$ cat src/rtl/psq_pkg.sv
package psq_pkg;
   localparam int SR_W      = 8;
   localparam int SR_READY  = 7;
   localparam int SR_PERR   = 4;
   localparam int SR_VERR   = 3;
   localparam int SR_SUSP   = 2;

   typedef enum logic [2:0] {
      PS_IDLE,
      PS_SETUP,
      PS_BUSY,
      PS_PAUSING,
      PS_SUSP
   } psq_state_e;

   typedef enum logic [2:0] {
      CMD_OTHER,
      CMD_RDARR,
      CMD_RDSTAT,
      CMD_SETUP,
      CMD_SUSPEND,
      CMD_RESUME
   } psq_cmd_e;
endpackage

$ cat src/rtl/psq_cmd_decode.sv
module psq_cmd_decode
   import psq_pkg::*;
#(
   parameter int              DW           = 8,
   parameter logic [DW-1:0]   CODE_RDARR   = 'hFF,
   parameter logic [DW-1:0]   CODE_RDSTAT  = 'h70,
   parameter logic [DW-1:0]   CODE_SETUP   = 'h40,
   parameter logic [DW-1:0]   CODE_SUSPEND = 'hB0,
   parameter logic [DW-1:0]   CODE_RESUME  = 'hD0
) (
   input  logic [DW-1:0] code,
   output psq_cmd_e      cmd
);
   always_comb begin
      if (code == CODE_RDARR)        cmd = CMD_RDARR;
      else if (code == CODE_RDSTAT)  cmd = CMD_RDSTAT;
      else if (code == CODE_SETUP)   cmd = CMD_SETUP;
      else if (code == CODE_SUSPEND) cmd = CMD_SUSPEND;
      else if (code == CODE_RESUME)  cmd = CMD_RESUME;
      else                           cmd = CMD_OTHER;
   end
endmodule

$ cat src/rtl/psq_qual_mon.sv
module psq_qual_mon (
   input  logic clk,
   input  logic rst_n,
   input  logic capture,
   input  logic vpp_ok,
   input  logic rst_hv,
   output logic mismatch
);
   logic vpp_q;
   logic hv_q;

   always_ff @(posedge clk) begin
      if (!rst_n) begin
         vpp_q <= 1'b0;
         hv_q  <= 1'b0;
      end else if (capture) begin
         vpp_q <= vpp_ok;
         hv_q  <= rst_hv;
      end
   end

   assign mismatch = (vpp_q != vpp_ok) || (hv_q != rst_hv);
endmodule

$ cat src/rtl/psq_read_sel.sv
module psq_read_sel #(
   parameter int AW        = 16,
   parameter int GUARD_LSB = 0
) (
   input  logic          array_mode,
   input  logic          suspended,
   input  logic [AW-1:0] rd_addr,
   input  logic [AW-1:0] prog_addr,
   output logic          rd_array
);
   logic hit;

   generate
      if (GUARD_LSB == 0) begin : g_exact
         assign hit = (rd_addr == prog_addr);
      end else begin : g_region
         assign hit = (rd_addr[AW-1:GUARD_LSB] == prog_addr[AW-1:GUARD_LSB]);
      end
   endgenerate

   assign rd_array = array_mode && !(suspended && hit);
endmodule

$ cat src/rtl/psq_seq.sv
module psq_seq
   import psq_pkg::*;
#(
   parameter int            DW            = 8,
   parameter int            AW            = 16,
   parameter int            GUARD_LSB     = 0,
   parameter int            MAX_PAUSE_LAT = 8,
   parameter logic [DW-1:0] CODE_RDARR    = 'hFF,
   parameter logic [DW-1:0] CODE_RDSTAT   = 'h70,
   parameter logic [DW-1:0] CODE_SETUP    = 'h40,
   parameter logic [DW-1:0] CODE_SUSPEND  = 'hB0,
   parameter logic [DW-1:0] CODE_RESUME   = 'hD0
) (
   input  logic          clk,
   input  logic          rst_n,
   input  logic          cmd_we,
   input  logic [DW-1:0] cmd_data,
   input  logic [AW-1:0] cmd_addr,
   input  logic [AW-1:0] rd_addr,
   input  logic          vpp_ok,
   input  logic          rst_hv,
   input  logic          eng_paused,
   input  logic          eng_done,
   output logic          eng_start,
   output logic          eng_pause_req,
   output logic          eng_abort,
   output logic [AW-1:0] eng_addr,
   output logic [DW-1:0] eng_data,
   output logic          ready,
   output logic [7:0]    status,
   output logic          rd_array
);
   localparam int CMP_W = AW - GUARD_LSB;

   initial begin
      assert (DW >= 8) else $error("psq_seq: DW must be at least 8");
      assert (AW >= 1) else $error("psq_seq: AW must be positive");
      assert (GUARD_LSB >= 0 && CMP_W >= 1) else $error("psq_seq: GUARD_LSB out of range");
      assert (MAX_PAUSE_LAT >= 1) else $error("psq_seq: MAX_PAUSE_LAT must be positive");
   end

   psq_state_e st, st_n;
   psq_cmd_e   cmd;
   logic       arr_mode, arr_mode_n;
   logic       perr, perr_n, verr, verr_n;
   logic       start_n, abort_n, capture;
   logic       qual_bad;
   logic       suspended;

   psq_cmd_decode #(
      .DW(DW), .CODE_RDARR(CODE_RDARR), .CODE_RDSTAT(CODE_RDSTAT),
      .CODE_SETUP(CODE_SETUP), .CODE_SUSPEND(CODE_SUSPEND), .CODE_RESUME(CODE_RESUME)
   ) u_dec (
      .code (cmd_data),
      .cmd  (cmd)
   );

   psq_qual_mon u_qual (
      .clk      (clk),
      .rst_n    (rst_n),
      .capture  (capture),
      .vpp_ok   (vpp_ok),
      .rst_hv   (rst_hv),
      .mismatch (qual_bad)
   );

   always_comb begin
      st_n       = st;
      arr_mode_n = arr_mode;
      perr_n     = perr;
      verr_n     = verr;
      start_n    = 1'b0;
      abort_n    = 1'b0;
      capture    = 1'b0;
      case (st)
         PS_IDLE: begin
            if (cmd_we) begin
               case (cmd)
                  CMD_RDARR:   arr_mode_n = 1'b1;
                  CMD_RDSTAT:  arr_mode_n = 1'b0;
                  CMD_SUSPEND: arr_mode_n = 1'b0;
                  CMD_SETUP: begin
                     st_n       = PS_SETUP;
                     arr_mode_n = 1'b0;
                  end
                  default: ;
               endcase
            end
         end
         PS_SETUP: begin
            if (cmd_we) begin
               st_n       = PS_BUSY;
               start_n    = 1'b1;
               capture    = 1'b1;
               perr_n     = 1'b0;
               verr_n     = 1'b0;
               arr_mode_n = 1'b0;
            end
         end
         PS_BUSY: begin
            if (eng_done)                              st_n = PS_IDLE;
            else if (cmd_we && cmd == CMD_SUSPEND)     st_n = PS_PAUSING;
         end
         PS_PAUSING: begin
            if (eng_done)        st_n = PS_IDLE;
            else if (eng_paused) st_n = PS_SUSP;
         end
         PS_SUSP: begin
            if (qual_bad) begin
               st_n       = PS_IDLE;
               abort_n    = 1'b1;
               perr_n     = 1'b1;
               verr_n     = 1'b1;
               arr_mode_n = 1'b0;
            end else if (cmd_we) begin
               case (cmd)
                  CMD_RDARR:  arr_mode_n = 1'b1;
                  CMD_RDSTAT: arr_mode_n = 1'b0;
                  CMD_RESUME: begin
                     st_n       = PS_BUSY;
                     arr_mode_n = 1'b0;
                  end
                  default: ;
               endcase
            end
         end
         default: st_n = PS_IDLE;
      endcase
   end

   always_ff @(posedge clk) begin
      if (!rst_n) begin
         st        <= PS_IDLE;
         arr_mode  <= 1'b1;
         perr      <= 1'b0;
         verr      <= 1'b0;
         eng_start <= 1'b0;
         eng_abort <= 1'b0;
         eng_addr  <= '0;
         eng_data  <= '0;
      end else begin
         st        <= st_n;
         arr_mode  <= arr_mode_n;
         perr      <= perr_n;
         verr      <= verr_n;
         eng_start <= start_n;
         eng_abort <= abort_n;
         if (capture) begin
            eng_addr <= cmd_addr;
            eng_data <= cmd_data;
         end
      end
   end

   assign suspended     = (st == PS_SUSP);
   assign eng_pause_req = (st == PS_PAUSING) || suspended;
   assign ready         = (st == PS_IDLE) || (st == PS_SETUP) || suspended;

   always_comb begin
      status           = '0;
      status[SR_READY] = ready;
      status[SR_PERR]  = perr;
      status[SR_VERR]  = verr;
      status[SR_SUSP]  = suspended;
   end

   psq_read_sel #(.AW(AW), .GUARD_LSB(GUARD_LSB)) u_rsel (
      .array_mode (arr_mode),
      .suspended  (suspended),
      .rd_addr    (rd_addr),
      .prog_addr  (eng_addr),
      .rd_array   (rd_array)
   );
endmodule

$ cat config.mk
export PLATFORM = sky130hd
export DESIGN_NAME = psq_seq
export DESIGN_NICKNAME = d
export VERILOG_FILES = /design/src/rtl/psq_pkg.sv /design/src/rtl/psq_cmd_decode.sv /design/src/rtl/psq_qual_mon.sv /design/src/rtl/psq_read_sel.sv /design/src/rtl/psq_seq.sv
export SDC_FILE = /design/constraint.sdc
export NUM_CORES = 1
export LEC_CHECK = 0
export BUFFER_PORTS_ARGS = -buffer_cell sky130_fd_sc_hd__buf_4
export CAP_MARGIN = 20
export CORE_ASPECT_RATIO = 1.25
export CORE_MARGIN = 2
export CORE_UTILIZATION = 34
export CTS_CLUSTER_DIAMETER = 40
export DETAILED_ROUTE_END_ITERATION = 8
export SYNTH_ARGS = -nofsm -noshare
export SYNTH_HDL_FRONTEND = slang
export SYNTH_SLANG_ARGS = --single-unit
$ cat constraint.sdc
create_clock -name clk -period 2.5 [get_ports clk]
set_input_delay 0.5 -clock clk [delete_from_list [all_inputs] [get_ports clk]]
set_output_delay 0.5 -clock clk [all_outputs]
set_load 0.005 [all_outputs]
==> impl_metrics.xml <==
<?xml version="1.0" encoding="UTF-8"?>
<metrics>
  <group name="sta">
    <metric name="tightestPinTransition" unit="ns">0.5286</metric>
    <metric name="max_freq" unit="GHz">0.4866</metric>
    <metric name="finalCriticalPeriod" unit="ns">2.055</metric>
    <metric name="fraction_of_the_cycle_the_final_worst_path_needs" unit="%">82.20</metric>
    <metric name="final-setup-viol-count" unit="">0</metric>
    <metric name="rsz0062_at_grt" unit="">no</metric>
    <metric name="final_critical_path_setup_slack" unit="ns">0.4451</metric>
    <metric name="timing.max_slew.rel_slack" unit="%">64.71</metric>
    <metric name="clock_skew" unit="ns">0.007287</metric>
    <metric name="timing.final.hold_violations" unit="">0</metric>
    <metric name="fin_tns_setup" unit="ns">0</metric>
    <metric name="final_max_slew_viol_count" unit="">0</metric>
  </group>
  <group name="cells_and_area">
    <metric name="fill_cells" unit="">499</metric>
    <metric name="final_common_cell" unit="">sky130_fd_sc_hd__buf_4</metric>
    <metric name="commonest_cells_after_routing_fill_and_taps_aside" unit="">sky130_fd_sc_hd__buf_4, sky130_fd_sc_hd__nand2_1, sky130_fd_sc_hd__dfxtp_1</metric>
    <metric name="final_standard_cell_utilization_of_the_core" unit="%">49.10</metric>
    <metric name="drive_gt1_share" unit="%">32.65</metric>
    <metric name="fin_nets" unit="">337</metric>
    <metric name="flow.area_growth_from_synthesis" unit="%">40.26</metric>
    <metric name="n_antenna_cell" unit="">0</metric>
  </group>
  <group name="logic_synthesis">
    <metric name="postSynthAreaPerCell" unit="um2">8.004</metric>
    <metric name="synth_area_leader_cell" unit="">sky130_fd_sc_hd__dfxtp_1</metric>
    <metric name="post_synth_num_cell_types" unit="">41</metric>
    <metric name="netlist_top_cells_area" unit="">sky130_fd_sc_hd__dfxtp_1, sky130_fd_sc_hd__nand2_1, sky130_fd_sc_hd__xnor2_1</metric>
    <metric name="ys_warn_count" unit="">0</metric>
    <metric name="mappedNetlistArea" unit="um2">1753</metric>
    <metric name="synth_sequential_area_ratio" unit="%">37.69</metric>
    <metric name="synth_seq_cells" unit="">33</metric>
    <metric name="synth_top_flop_cell" unit="">sky130_fd_sc_hd__dfxtp_1</metric>
    <metric name="syn-instance-count" unit="">219</metric>
    <metric name="yosysTopAreaCellShare" unit="%">37.69</metric>
    <metric name="synth_edf_count" unit="">0</metric>
    <metric name="asyncSetResetFlopFracSynth" unit="%">0</metric>
  </group>
  <group name="clock_network">
    <metric name="clk_latency" unit="ns">0.28</metric>
    <metric name="post_cts_sizing_count" unit="">0</metric>
    <metric name="ctsHoldBuffers" unit="">0</metric>
    <metric name="postCtsSetupBuffers" unit="">0</metric>
    <metric name="cts.sink_count" unit="">33</metric>
    <metric name="cts.reportedPaths.clkPinSlew" unit="ns">0.07</metric>
    <metric name="tritoncts_clock_tree" unit="">done</metric>
    <metric name="ctsLongestPathBuffers" unit="">2</metric>
    <metric name="htree_levels" unit="">2</metric>
    <metric name="number_of_buffers_added_by_the_clock_tree_synthesis_step" unit="">5</metric>
    <metric name="clock_tree_root_driver_cell" unit="">sky130_fd_sc_hd__clkbuf_8</metric>
  </group>
  <group name="power_and_ir_drop">
    <metric name="power-per-cell-area" unit="nW/um2">469.3</metric>
    <metric name="overall_power_consumption" unit="mW">1.154</metric>
    <metric name="cellLeakagePower" unit="nW">1.012</metric>
    <metric name="ir_worst_vdd" unit="mV">0.1660</metric>
  </group>
  <group name="drt">
    <metric name="detail_route.wl_per_cell" unit="um">12.54</metric>
    <metric name="wirelength" unit="mm">4.426</metric>
    <metric name="detail_route.first_pass.iterations" unit="">4</metric>
    <metric name="via_per_inst" unit="">4.839</metric>
    <metric name="drc" unit="">0</metric>
    <metric name="antenna_violating_nets_post_route" unit="">0</metric>
    <metric name="vias" unit="">1708</metric>
    <metric name="drt_first_iter_violations" unit="">47</metric>
  </group>
  <group name="floorplanning">
    <metric name="die_width" unit="um">68.22</metric>
    <metric name="start_util" unit="%">35.01</metric>
    <metric name="placeableCoreArea" unit="um2">5007</metric>
    <metric name="die_h" unit="um">84.28</metric>
    <metric name="dieArea" unit="um2">5750</metric>
    <metric name="num_rows" unit="">29</metric>
    <metric name="io_pins" unit="">84</metric>
  </group>
  <group name="grt">
    <metric name="grt_remaining_overflow" unit="">0</metric>
    <metric name="grt_pass1_vias" unit="">1599</metric>
    <metric name="initial_antenna_violation_count" unit="">0</metric>
    <metric name="combined_global_route_utilization_of_all_metal_layers" unit="%">15.70</metric>
    <metric name="grt_first_pass_wirelength" unit="mm">7.017</metric>
    <metric name="pin_count_of_the_biggest_net_entering_global_routing" unit="">24</metric>
  </group>
  <group name="worst_setup_path">
    <metric name="slack_of_the_worst_reg_to_reg_path" unit="ns">0.58</metric>
    <metric name="required" unit="ns">2.00</metric>
    <metric name="r2r_start" unit="">st[2]</metric>
    <metric name="worstSetupEndpointType" unit="">output pin</metric>
    <metric name="startpoint_type" unit="">flip-flop</metric>
    <metric name="timing_worst_setup_path_type" unit="">flip-flop to output pin</metric>
    <metric name="reg2regPathDepth" unit="">5</metric>
    <metric name="critical_register_to_register_path_endpoint" unit="">arr_mode</metric>
    <metric name="path_max_fanout" unit="">11</metric>
    <metric name="cp_data_arrival_time" unit="ns">1.55</metric>
    <metric name="crit_path_top_delay_cell" unit="">sky130_fd_sc_hd__dfxtp_1</metric>
    <metric name="crit_chain" unit="">nor3b_2 -&gt; o21bai_1 -&gt; buf_4</metric>
    <metric name="largest_stage_delay_worst_path" unit="ns">0.52</metric>
  </group>
  <group name="hold_path">
    <metric name="hold-path-cell-count" unit="">2</metric>
    <metric name="worstHoldPathType" unit="">flip-flop to flip-flop</metric>
    <metric name="min_from" unit="">eng_data[3]</metric>
    <metric name="holdPathEnd" unit="">eng_data[3]</metric>
  </group>
  <group name="place">
    <metric name="hpwl" unit="mm">3.388</metric>
    <metric name="io_buffer_count" unit="">79</metric>
    <metric name="gp_routability_congestion" unit="">0.7522</metric>
    <metric name="place_ws" unit="ns">0.3536</metric>
  </group>
  <group name="outcome">
    <metric name="status" unit="">finished clean</metric>
  </group>
  <group name="flow_run">
    <metric name="timing.max_cap.violations" unit="">0</metric>
  </group>
</metrics>
cell families after synthesis:
kind of cell              synth area share, %
AOI/OAI and AO/OA                       18.20
xor gates and xnor gates                10.49
and+or+nand+nor                         25.05
buffers and inverters                   7.210
other                                  0.2139
DFF                                     37.69
muxes                                   1.142
sequential cells by signal, indices dropped and copies added (netlist names):
register      flops
verr              1
st                3
eng_addr         16
u_qual.vpp_q      1
eng_abort         1
eng_data          8
u_qual.hv_q       1
arr_mode          1
eng_start         1
synthesized netlist by cell type (2+ instances only):
master,count
sky130_fd_sc_hd__inv_1,5
sky130_fd_sc_hd__nor3_1,2
sky130_fd_sc_hd__xnor2_1,20
sky130_fd_sc_hd__nor4_1,2
sky130_fd_sc_hd__a31oi_1,2
sky130_fd_sc_hd__buf_4,8
sky130_fd_sc_hd__and3_1,4
sky130_fd_sc_hd__o21ai_0,2
sky130_fd_sc_hd__nand2_1,60
sky130_fd_sc_hd__a221oi_1,2
sky130_fd_sc_hd__nand3b_1,2
sky130_fd_sc_hd__buf_2,2
sky130_fd_sc_hd__nand3_1,4
sky130_fd_sc_hd__a21oi_1,14
sky130_fd_sc_hd__o21bai_1,2
sky130_fd_sc_hd__clkbuf_1,10
sky130_fd_sc_hd__dfxtp_1,33
sky130_fd_sc_hd__nor3b_1,2
sky130_fd_sc_hd__nand4_1,3
sky130_fd_sc_hd__mux2i_1,2
sky130_fd_sc_hd__a21boi_0,16
sky130_fd_sc_hd__nor2_1,3
where the power goes:
group | switching (mW) | internal (mW) | leakage [nW]
clock | 0.191 | 0.325 | 0.0585
sequential | 0.000534 | 0.526 | 0.266
combinational | 0.0442 | 0.0674 | 0.688
critical path: cells and delay by family (launching register included):
family / cells / cell delay, ns
flops: 1 / 0.52
simple gates: 1 / 0.45
compound gates: 1 / 0.18
buf+inv: 1 / 0.13
final cells by class:
class	instances	area [um2]	share of cell area (%)
repair buffers	81	608.1	24.73
clock buffers	7	86.33	3.511
multi-input cells	164	977.2	39.75
inverters	5	18.77	0.7634
clock inverters	1	30.03	1.221
flip-flops and latches	33	660.6	26.87
well taps	62	77.57	3.155
how the worst max path moves through the flow:
| stage | startpoint | endpoint | slack, ns |
|---|---|---|---|
| 6_report | st[2] | eng_pause_req | 0.45 |
| 3_5_place_dp | cmd_data[0] | arr_mode | 0.35 |
| 3_3_place_gp | cmd_data[0] | st[1] | 0.39 |
| 5_1_grt | eng_addr[3] | rd_array | 0.28 |
| 2_1_floorplan | cmd_data[0] | arr_mode | 0.56 |
| 4_1_cts | eng_addr[3] | rd_array | 0.39 |
per-stage QoR:
stage / instance area [um2] / instances / hold slack, ns
after floorplan: 1764 / 222 / 0.4527
after global placement: 2342 / 345 / 0.4461
after detailed placement: 2342 / 345 / 0.4575
after CTS: 2459 / 353 / 0.4581
after global routing: 2459 / 353 / 0.4553
final: 2459 / 353 / 0.4617
per-layer routing:
| metal | vias to the layer above | wire length (um) | GRT usage (%) |
|---|---|---|---|
| li1 | 875 | - | - |
| met1 | 769 | 1845 | 17.25 |
| met2 | 58 | 2134 | 27.89 |
| met3 | 6 | 391 | 4.826 |
| met4 | 0 | 55 | 4.909 |
| met5 | - | 0 | 0 |
Power figures use the tool's default switching activity.
